<file path="config.mk">
export PLATFORM = sky130hd
export DESIGN_NAME = rtu_frame_rx
export DESIGN_NICKNAME = d
export VERILOG_FILES = /design/src/rtl/rtu_rx_pkg.sv /design/src/rtl/rtu_gap_timer.sv /design/src/rtl/rtu_crc16.sv /design/src/rtl/rtu_frame_buf.sv /design/src/rtl/rtu_frame_rx.sv
export SDC_FILE = /design/constraint.sdc
export NUM_CORES = 1
export LEC_CHECK = 0
export ABC_CLOCK_PERIOD_IN_PS = 2300
export BUFFER_PORTS_ARGS = -buffer_cell sky130_fd_sc_hd__buf_2
export CAP_MARGIN = 20
export CORE_UTILIZATION = 45
export CTS_CLUSTER_DIAMETER = 100
export DETAILED_ROUTE_END_ITERATION = 12
export GPL_ROUTABILITY_DRIVEN = 0
export HOLD_SLACK_MARGIN = 0.05
export PLACE_DENSITY = 0.61
export SYNTH_ARGS = -nofsm -noshare
export SYNTH_HDL_FRONTEND = slang
export SYNTH_HIERARCHICAL = 1
export SYNTH_SLANG_ARGS = --single-unit
</file>
<file path="constraint.sdc">
create_clock -name clk -period 2.3 [get_ports clk]
set_input_delay 0.115 -clock clk [delete_from_list [all_inputs] [get_ports clk]]
set_output_delay 0.115 -clock clk [all_outputs]
set_load 0.02 [all_outputs]
</file>
<file path="src/rtl/rtu_rx_pkg.sv">
// Package: shared line states and the byte-wise CRC-16 step for the RTU
// frame receiver. Assumes reflected CRC, LSB of each byte processed first.
package rtu_rx_pkg;

    typedef enum logic [1:0] {
        LN_HUNT  = 2'd0,   // waiting for a first full silence
        LN_IDLE  = 2'd1,   // line quiet long enough, next byte opens a frame
        LN_FRAME = 2'd2    // collecting bytes of an open frame
    } line_state_e;

    localparam logic [15:0] CRC_POLY   = 16'hA001;
    localparam logic [15:0] CRC_PRESET = 16'hFFFF;

    // Advance the CRC by one whole byte, bit by bit, reflected form.
    function automatic logic [15:0] crc16_byte(input logic [15:0] crc_in,
                                               input logic [7:0]  data);
        logic [15:0] c;
        c = crc_in ^ {8'h00, data};
        for (int i = 0; i < 8; i++) begin
            c = c[0] ? ((c >> 1) ^ CRC_POLY) : (c >> 1);
        end
        return c;
    endfunction

endpackage

</file>
<file path="src/rtl/rtu_gap_timer.sv">
// Silence timer: counts bit ticks since the last received byte and
// saturates at GAP_TICKS. gap_hit pulses on the tick that reaches it.
// Assumes bit_tick is at most one pulse per clock.
module rtu_gap_timer #(
    parameter int GAP_TICKS = 39
) (
    input  logic clk,
    input  logic rst_n,
    input  logic bit_tick,
    input  logic byte_seen,
    output logic gap_hit
);

    localparam int            CW       = $clog2(GAP_TICKS + 1);
    localparam logic [CW-1:0] LIMIT    = CW'(GAP_TICKS);
    localparam logic [CW-1:0] LIMIT_M1 = CW'(GAP_TICKS - 1);

    logic [CW-1:0] cnt_q;

    // Count ticks of silence; a byte restarts the count.
    always_ff @(posedge clk) begin
        if (!rst_n) begin
            cnt_q <= '0;
        end else if (byte_seen) begin
            cnt_q <= '0;
        end else if (bit_tick && (cnt_q != LIMIT)) begin
            cnt_q <= cnt_q + 1'b1;
        end
    end

    // Threshold reached on this tick with no byte in the same cycle.
    assign gap_hit = bit_tick && !byte_seen && (cnt_q == LIMIT_M1);

    p_count_bound_r2: assert property (@(posedge clk) disable iff (!rst_n)
        cnt_q <= LIMIT);

    p_byte_clears_r2: assert property (@(posedge clk) disable iff (!rst_n)
        byte_seen |=> (cnt_q == '0));

    p_hit_saturates_r2: assert property (@(posedge clk) disable iff (!rst_n)
        gap_hit |=> (cnt_q == LIMIT));

endmodule

</file>
<file path="src/rtl/rtu_crc16.sv">
// Running CRC-16 over the bytes of the open frame. start seeds the preset
// and folds in byte 0; step folds in each further byte.
// Assumes start and step never occur in the same cycle.
module rtu_crc16 (
    input  logic        clk,
    input  logic        rst_n,
    input  logic        start,
    input  logic        step,
    input  logic [7:0]  data,
    output logic [15:0] crc_q
);

    import rtu_rx_pkg::*;

    // Update the remainder once per accepted byte.
    always_ff @(posedge clk) begin
        if (!rst_n) begin
            crc_q <= CRC_PRESET;
        end else if (start) begin
            crc_q <= crc16_byte(CRC_PRESET, data);
        end else if (step) begin
            crc_q <= crc16_byte(crc_q, data);
        end
    end

    p_start_step_excl_r6: assert property (@(posedge clk) disable iff (!rst_n)
        !(start && step));

endmodule

</file>
<file path="src/rtl/rtu_frame_buf.sv">
// Two-bank frame store with readout engine. The writer fills one bank while
// the reader streams the other. launch either starts a readout of the
// closed bank (good frame) or emits a single error beat.
// Assumes a new launch only after the previous readout has ended.
module rtu_frame_buf #(
    parameter int DEPTH = 16
) (
    input  logic                      clk,
    input  logic                      rst_n,
    input  logic                      wr_en,
    input  logic                      wr_bank,
    input  logic [$clog2(DEPTH)-1:0]  wr_idx,
    input  logic [7:0]                wr_data,
    input  logic                      launch,
    input  logic                      launch_good,
    input  logic                      launch_bank,
    input  logic [$clog2(DEPTH)-1:0]  launch_last,
    output logic                      out_valid,
    output logic [7:0]                out_data,
    output logic                      out_sof,
    output logic                      out_eof,
    output logic                      out_err
);

    localparam int IW      = $clog2(DEPTH);
    localparam int ENTRIES = 2 * DEPTH;
    localparam int AW      = $clog2(ENTRIES);

    logic [7:0]    mem_q [ENTRIES];
    logic [AW-1:0] wr_addr;
    logic [AW-1:0] rd_addr;
    logic          rd_active_q;
    logic          rd_bank_q;
    logic [IW-1:0] rd_idx_q;
    logic [IW-1:0] rd_last_q;

    assign wr_addr = wr_bank   ? (AW'(DEPTH) + AW'(wr_idx))   : AW'(wr_idx);
    assign rd_addr = rd_bank_q ? (AW'(DEPTH) + AW'(rd_idx_q)) : AW'(rd_idx_q);

    // Store each accepted byte into the writer's bank.
    always_ff @(posedge clk) begin
        if (wr_en) begin
            mem_q[wr_addr] <= wr_data;
        end
    end

    // Readout engine and registered output beat.
    always_ff @(posedge clk) begin
        if (!rst_n) begin
            rd_active_q <= 1'b0;
            rd_bank_q   <= 1'b0;
            rd_idx_q    <= '0;
            rd_last_q   <= '0;
            out_valid   <= 1'b0;
            out_data    <= 8'h00;
            out_sof     <= 1'b0;
            out_eof     <= 1'b0;
            out_err     <= 1'b0;
        end else begin
            out_valid <= 1'b0;
            out_data  <= 8'h00;
            out_sof   <= 1'b0;
            out_eof   <= 1'b0;
            out_err   <= 1'b0;
            if (launch) begin
                if (!launch_good) begin
                    out_valid <= 1'b1;
                    out_sof   <= 1'b1;
                    out_eof   <= 1'b1;
                    out_err   <= 1'b1;
                end else begin
                    rd_active_q <= 1'b1;
                    rd_bank_q   <= launch_bank;
                    rd_idx_q    <= '0;
                    rd_last_q   <= launch_last;
                end
            end else if (rd_active_q) begin
                out_valid <= 1'b1;
                out_data  <= mem_q[rd_addr];
                out_sof   <= (rd_idx_q == '0);
                out_eof   <= (rd_idx_q == rd_last_q);
                if (rd_idx_q == rd_last_q) begin
                    rd_active_q <= 1'b0;
                end else begin
                    rd_idx_q <= rd_idx_q + 1'b1;
                end
            end
        end
    end

    p_launch_when_free_r9: assert property (@(posedge clk) disable iff (!rst_n)
        launch |-> !rd_active_q);

    p_stream_unbroken_r9: assert property (@(posedge clk) disable iff (!rst_n)
        (rd_active_q && !launch) |=> out_valid);

    p_err_single_r8: assert property (@(posedge clk) disable iff (!rst_n)
        (out_valid && out_err) |-> (out_sof && out_eof && out_data == 8'h00));

    p_eof_then_fresh_r7: assert property (@(posedge clk) disable iff (!rst_n)
        (out_valid && out_eof) |=> (!out_valid || out_sof));

    p_err_only_valid_r8: assert property (@(posedge clk) disable iff (!rst_n)
        !out_valid |-> !(out_sof || out_eof || out_err));

endmodule

</file>
<file path="src/rtl/rtu_frame_rx.sv">
// Modbus RTU frame receiver top. Frames are delimited only by silence of
// GAP_TICKS bit ticks. Byte 0 is matched against the station address or
// broadcast 0; matching frames are length- and CRC-checked and reported.
// Assumes DEPTH >= 4, DEPTH <= GAP_TICKS, bit_tick at most once per clock,
// rx_valid a one-cycle strobe per received byte.
module rtu_frame_rx #(
    parameter int DEPTH     = 16,
    parameter int GAP_TICKS = 39
) (
    input  logic       clk,
    input  logic       rst_n,
    input  logic       bit_tick,
    input  logic       rx_valid,
    input  logic [7:0] rx_data,
    input  logic [7:0] station_addr,
    output logic       out_valid,
    output logic [7:0] out_data,
    output logic       out_sof,
    output logic       out_eof,
    output logic       out_err
);

    import rtu_rx_pkg::*;

    localparam int            IW        = $clog2(DEPTH);
    localparam int            LW        = $clog2(DEPTH + 2);
    localparam logic [LW-1:0] LEN_MIN   = LW'(4);
    localparam logic [LW-1:0] LEN_DEPTH = LW'(DEPTH);
    localparam logic [LW-1:0] LEN_OVER  = LW'(DEPTH + 1);

    line_state_e   state_q;
    logic [LW-1:0] len_q;
    logic          bank_q;
    logic          addr_ok_q;
    logic [15:0]   crc_q;
    logic          gap_hit;
    logic          frame_start;
    logic          frame_add;
    logic          frame_end;
    logic          wr_en;
    logic [IW-1:0] wr_idx;
    logic          launch;
    logic          launch_good;
    logic [IW-1:0] launch_last;

    rtu_gap_timer #(.GAP_TICKS(GAP_TICKS)) u_gap (
        .clk       (clk),
        .rst_n     (rst_n),
        .bit_tick  (bit_tick),
        .byte_seen (rx_valid),
        .gap_hit   (gap_hit)
    );

    // Byte events decoded against the line state.
    always_comb begin
        frame_start = (state_q == LN_IDLE)  && rx_valid;
        frame_add   = (state_q == LN_FRAME) && rx_valid;
        frame_end   = (state_q == LN_FRAME) && gap_hit;
    end

    // Line state: hunt for silence, wait idle, collect frame.
    always_ff @(posedge clk) begin
        if (!rst_n) begin
            state_q <= LN_HUNT;
        end else begin
            case (state_q)
                LN_HUNT:  if (gap_hit)  state_q <= LN_IDLE;
                LN_IDLE:  if (rx_valid) state_q <= LN_FRAME;
                LN_FRAME: if (gap_hit)  state_q <= LN_IDLE;
                default:                state_q <= LN_HUNT;
            endcase
        end
    end

    // Frame length (saturating one past DEPTH), address flag, bank toggle.
    always_ff @(posedge clk) begin
        if (!rst_n) begin
            len_q     <= '0;
            addr_ok_q <= 1'b0;
            bank_q    <= 1'b0;
        end else begin
            if (frame_start) begin
                len_q     <= LW'(1);
                addr_ok_q <= (rx_data == station_addr) || (rx_data == 8'h00);
            end else if (frame_add && (len_q != LEN_OVER)) begin
                len_q <= len_q + 1'b1;
            end
            if (frame_end) begin
                bank_q <= ~bank_q;
            end
        end
    end

    rtu_crc16 u_crc (
        .clk   (clk),
        .rst_n (rst_n),
        .start (frame_start),
        .step  (frame_add),
        .data  (rx_data),
        .crc_q (crc_q)
    );

    // Buffer write and end-of-frame verdict.
    always_comb begin
        wr_en       = frame_start || (frame_add && (len_q < LEN_DEPTH));
        wr_idx      = frame_start ? '0 : IW'(len_q);
        launch      = frame_end && addr_ok_q;
        launch_good = (len_q >= LEN_MIN) && (len_q <= LEN_DEPTH) && (crc_q == 16'h0000);
        launch_last = IW'(len_q - LW'(3));
    end

    rtu_frame_buf #(.DEPTH(DEPTH)) u_buf (
        .clk         (clk),
        .rst_n       (rst_n),
        .wr_en       (wr_en),
        .wr_bank     (bank_q),
        .wr_idx      (wr_idx),
        .wr_data     (rx_data),
        .launch      (launch),
        .launch_good (launch_good),
        .launch_bank (bank_q),
        .launch_last (launch_last),
        .out_valid   (out_valid),
        .out_data    (out_data),
        .out_sof     (out_sof),
        .out_eof     (out_eof),
        .out_err     (out_err)
    );

    p_hunt_blocks_r1: assert property (@(posedge clk) disable iff (!rst_n)
        (state_q == LN_HUNT && rx_valid) |=> (state_q == LN_HUNT));

    p_start_len_r2: assert property (@(posedge clk) disable iff (!rst_n)
        frame_start |=> (state_q == LN_FRAME && len_q == LW'(1)));

    p_continue_r3: assert property (@(posedge clk) disable iff (!rst_n)
        frame_add |=> (state_q == LN_FRAME));

    p_gap_closes_r4: assert property (@(posedge clk) disable iff (!rst_n)
        frame_end |=> (state_q == LN_IDLE));

    p_len_bound_r8: assert property (@(posedge clk) disable iff (!rst_n)
        len_q <= LEN_OVER);

    p_drop_foreign_r5: assert property (@(posedge clk) disable iff (!rst_n)
        (frame_end && !addr_ok_q) |=> !out_valid);

endmodule

</file>
==> reports/metrics.yaml <==
slew_headroom_pct: 57.1
cellPowerDensity_nw_per_um2: 794
multiInputGateArea_um2: 3880
maxCapViolations: 0
syn_nets: 837
synth_edf_count: 256
worstSetupPathType: "reg -> reg"
r2r_setup_slack_ps: 130
dp.cells: 1251
period_share_pct: 94.5
die_h_um: 171
cts_sinks: 309
htree_levels: 2
cpPeakStageDelay_ps: 570
finalInstanceArea_um2: 15100
synth.most_common_cell: "edfxtp_1"
finalCriticalPeriod_ps: 2170
die_w_um: 171
root_buffer: "clkbuf_16"
yosys-top-cells-area: "edfxtp_1 (60%), dfxtp_1 (8.2%), mux4_2 (8.2%)"
finalSetupViolCount: 0
syn2layout_area_growth_pct: 16.9
dp_hpwl_um: 18700
routed_wl_um: 28800
fmax_mhz: 460
drtIter0Drc: 580
drive_gt1_share_pct: 24.9
ys_ff_latch: 309
final_core_util_pct: 53.9
yosysTopAreaCell: "edfxtp_1"
cp-end-kind: "register"
met3_usage_pct: 3.31
synth_ff_type: "edfxtp_1"
post_drt_wl_per_cell_um: 21.9
rsz0062_at_grt: "false"
finalNetCount: 940
place_area_um2: 13900
hold_viol: 0
postRouteAntennaNets: 0
yosys.area.top_type_share_pct: 59.6
drtPass1Iterations: 5
cts_buffers: 34
min_path_type: "in -> reg"
use_met2_pct: 33.4
clkTransAtPathRegs_ps: 60
slowest_stage: "or3b_2"
fin_cells: 1316
ir_drop_mv: 0.511
antenna_found_initial: 0
dieArea_um2: 29400
grt_pass1_vias: 7209
path_buf_inv: 1
gr-usage-met1_pct: 28.4
viasPerCell: 5.46
post-cts-setup-buffers: 0
synth_area_per_cell_um2: 15.9
pin_count: 32
clockBufferDepth: 3
tritoncts: "done"
diodes: 0
regArea_um2: 8750
crit_required_ps: 2510
worstMarginPinSlew_ps: 642
num_rows: 61
grt_pass1_wl_um: 44000
skew_ps: 33.1
tns_ps: 0
cp-start-kind: "register"
fillers: 2275
synthCells: 810
grt.total_usage_pct: 20.6
arrival_ps: 2380
grt.busiest_layer: "met2"
cp_top_family: "simple AND/OR/NAND/NOR gates"
synth_area_um2: 12900
insertion_delay_ps: 520
grt-ovfl-total: 0
drc: 0
portBuffers: 31
synth-seq-area-share_pct: 67.8
ys_top_cells_by_count: "edfxtp_1 (256), nor2_1 (71), dfxtp_1 (53), mux4_2 (47), nand2_1 (44)"
yosys_warnings: 6
core_area_um2: 28000
grt_max_degree: 37
synth_cell_types: 60
maxSlewViolCount: 0
start_util_pct: 46.1
power_leakage_uw: 0.00499
crit_chain: "nand2_1, or2_1, and2_1, or3b_2, nor2_1, buf_4"
crit_fanout: 8
num_vias: 7190
async_reset_ff_share_pct: 0
outcome: "finished clean"
[path summary, 6_finish.rpt]
check                          start            endpoint  depth (start not counted)
setup reg to reg          state_q[0]  u_buf/mem_q[17][6]                          6
hold / removal            rx_data[1]      u_crc/crc_q[7]                          4
hold reg to reg   u_buf/rd_last_q[0]  u_buf/rd_last_q[0]                          2
setup / recovery          state_q[0]  u_buf/mem_q[17][6]                          6
[worst reg2reg max path, delay by kind of cell, from the launching register on]
kind                   cells  cell delay [ps]
buffers and inverters      1              180
DFF                        1              380
and+or+nand+nor            5             1320
[sequential cells by signal, indices dropped and copies added (netlist names)]
name / flops
addr_ok_q: 1
bank_q: 1
len_q: 5
state_q: 2
u_buf/mem_q: 256
u_buf/out_data: 8
u_buf/out_eof: 1
u_buf/out_err: 1
u_buf/out_sof: 1
u_buf/out_valid: 1
u_buf/rd_active_q: 1
u_buf/rd_bank_q: 1
u_buf/rd_idx_q: 4
u_buf/rd_last_q: 4
u_crc/crc_q: 16
u_gap/cnt_q: 6
[timing repair]
item	in CTS	in global routing
endpoints found under the hold margin	5	0
endpoints found under the setup margin	0	66
hold buffers	4	0
gates resized for setup	0	2
[cells in the final DEF, fill, tap and decap left out, drive strengths merged, types with 8 or more instances in the layout]
master	instances
buf	100
o21ai	10
a31oi	14
xnor2	13
nor2b	9
clkinv	9
nand2	44
clkbuf	43
mux2	15
xor2	35
a21oi	30
nand3b	10
nor4	10
inv	18
mux4	48
a22oi	16
a21boi	8
dfxtp	53
nor2	73
edfxtp	256
nand3	10
mux2i	42
[layer usage]
layer  share of wire, %  routed length, µm
met5                  0                  0
met4                2.8                793
met3                5.0               1460
met2                 48              13900
met1                 44              12700
[cell families (layout without fill, tap and decap cells)]
group	after synthesis	count (layout)	share of synthesized area (%)
AOI/OAI and AO/OA	101	101	5.50
xor gates and xnor gates	50	50	3.73
adders and majority gates	7	7	0.679
buffers and inverters	53	181	2.23
DFF	309	309	67.8
muxes	105	105	13.0
and+or+nand+nor	185	185	7.09
[cell type report]
cell class                 instances  share of cell area (%)
timing repair buffer             104                    5.06
clock buffer                      43                    6.07
multi-input combinational        448                    25.7
tap                              378                    3.14
sequential                       309                    58.0
clock inverter                    18                    1.62
inverter                          16                   0.398
[report_power, final]
group          leakage [µW]  internal [µW]  switching, µW
registers           0.00273           6050           1.84
clock network      0.000564           3500           2150
logic               0.00170           94.0            180
total               0.00499           9640           2330
[metrics by stage]
step           hold WS (ps)  setup WS (ps)  total power, µW
2_1_floorplan           174           11.9             6290
3_3_place_gp            471            118             6440
3_5_place_dp            474           53.1             6450
4_1_cts                51.3           40.1            12100
5_1_grt                82.8           14.1            12300
6_report               62.6            127            12000
No activity file was read; power rests on OpenSTA's default activity.
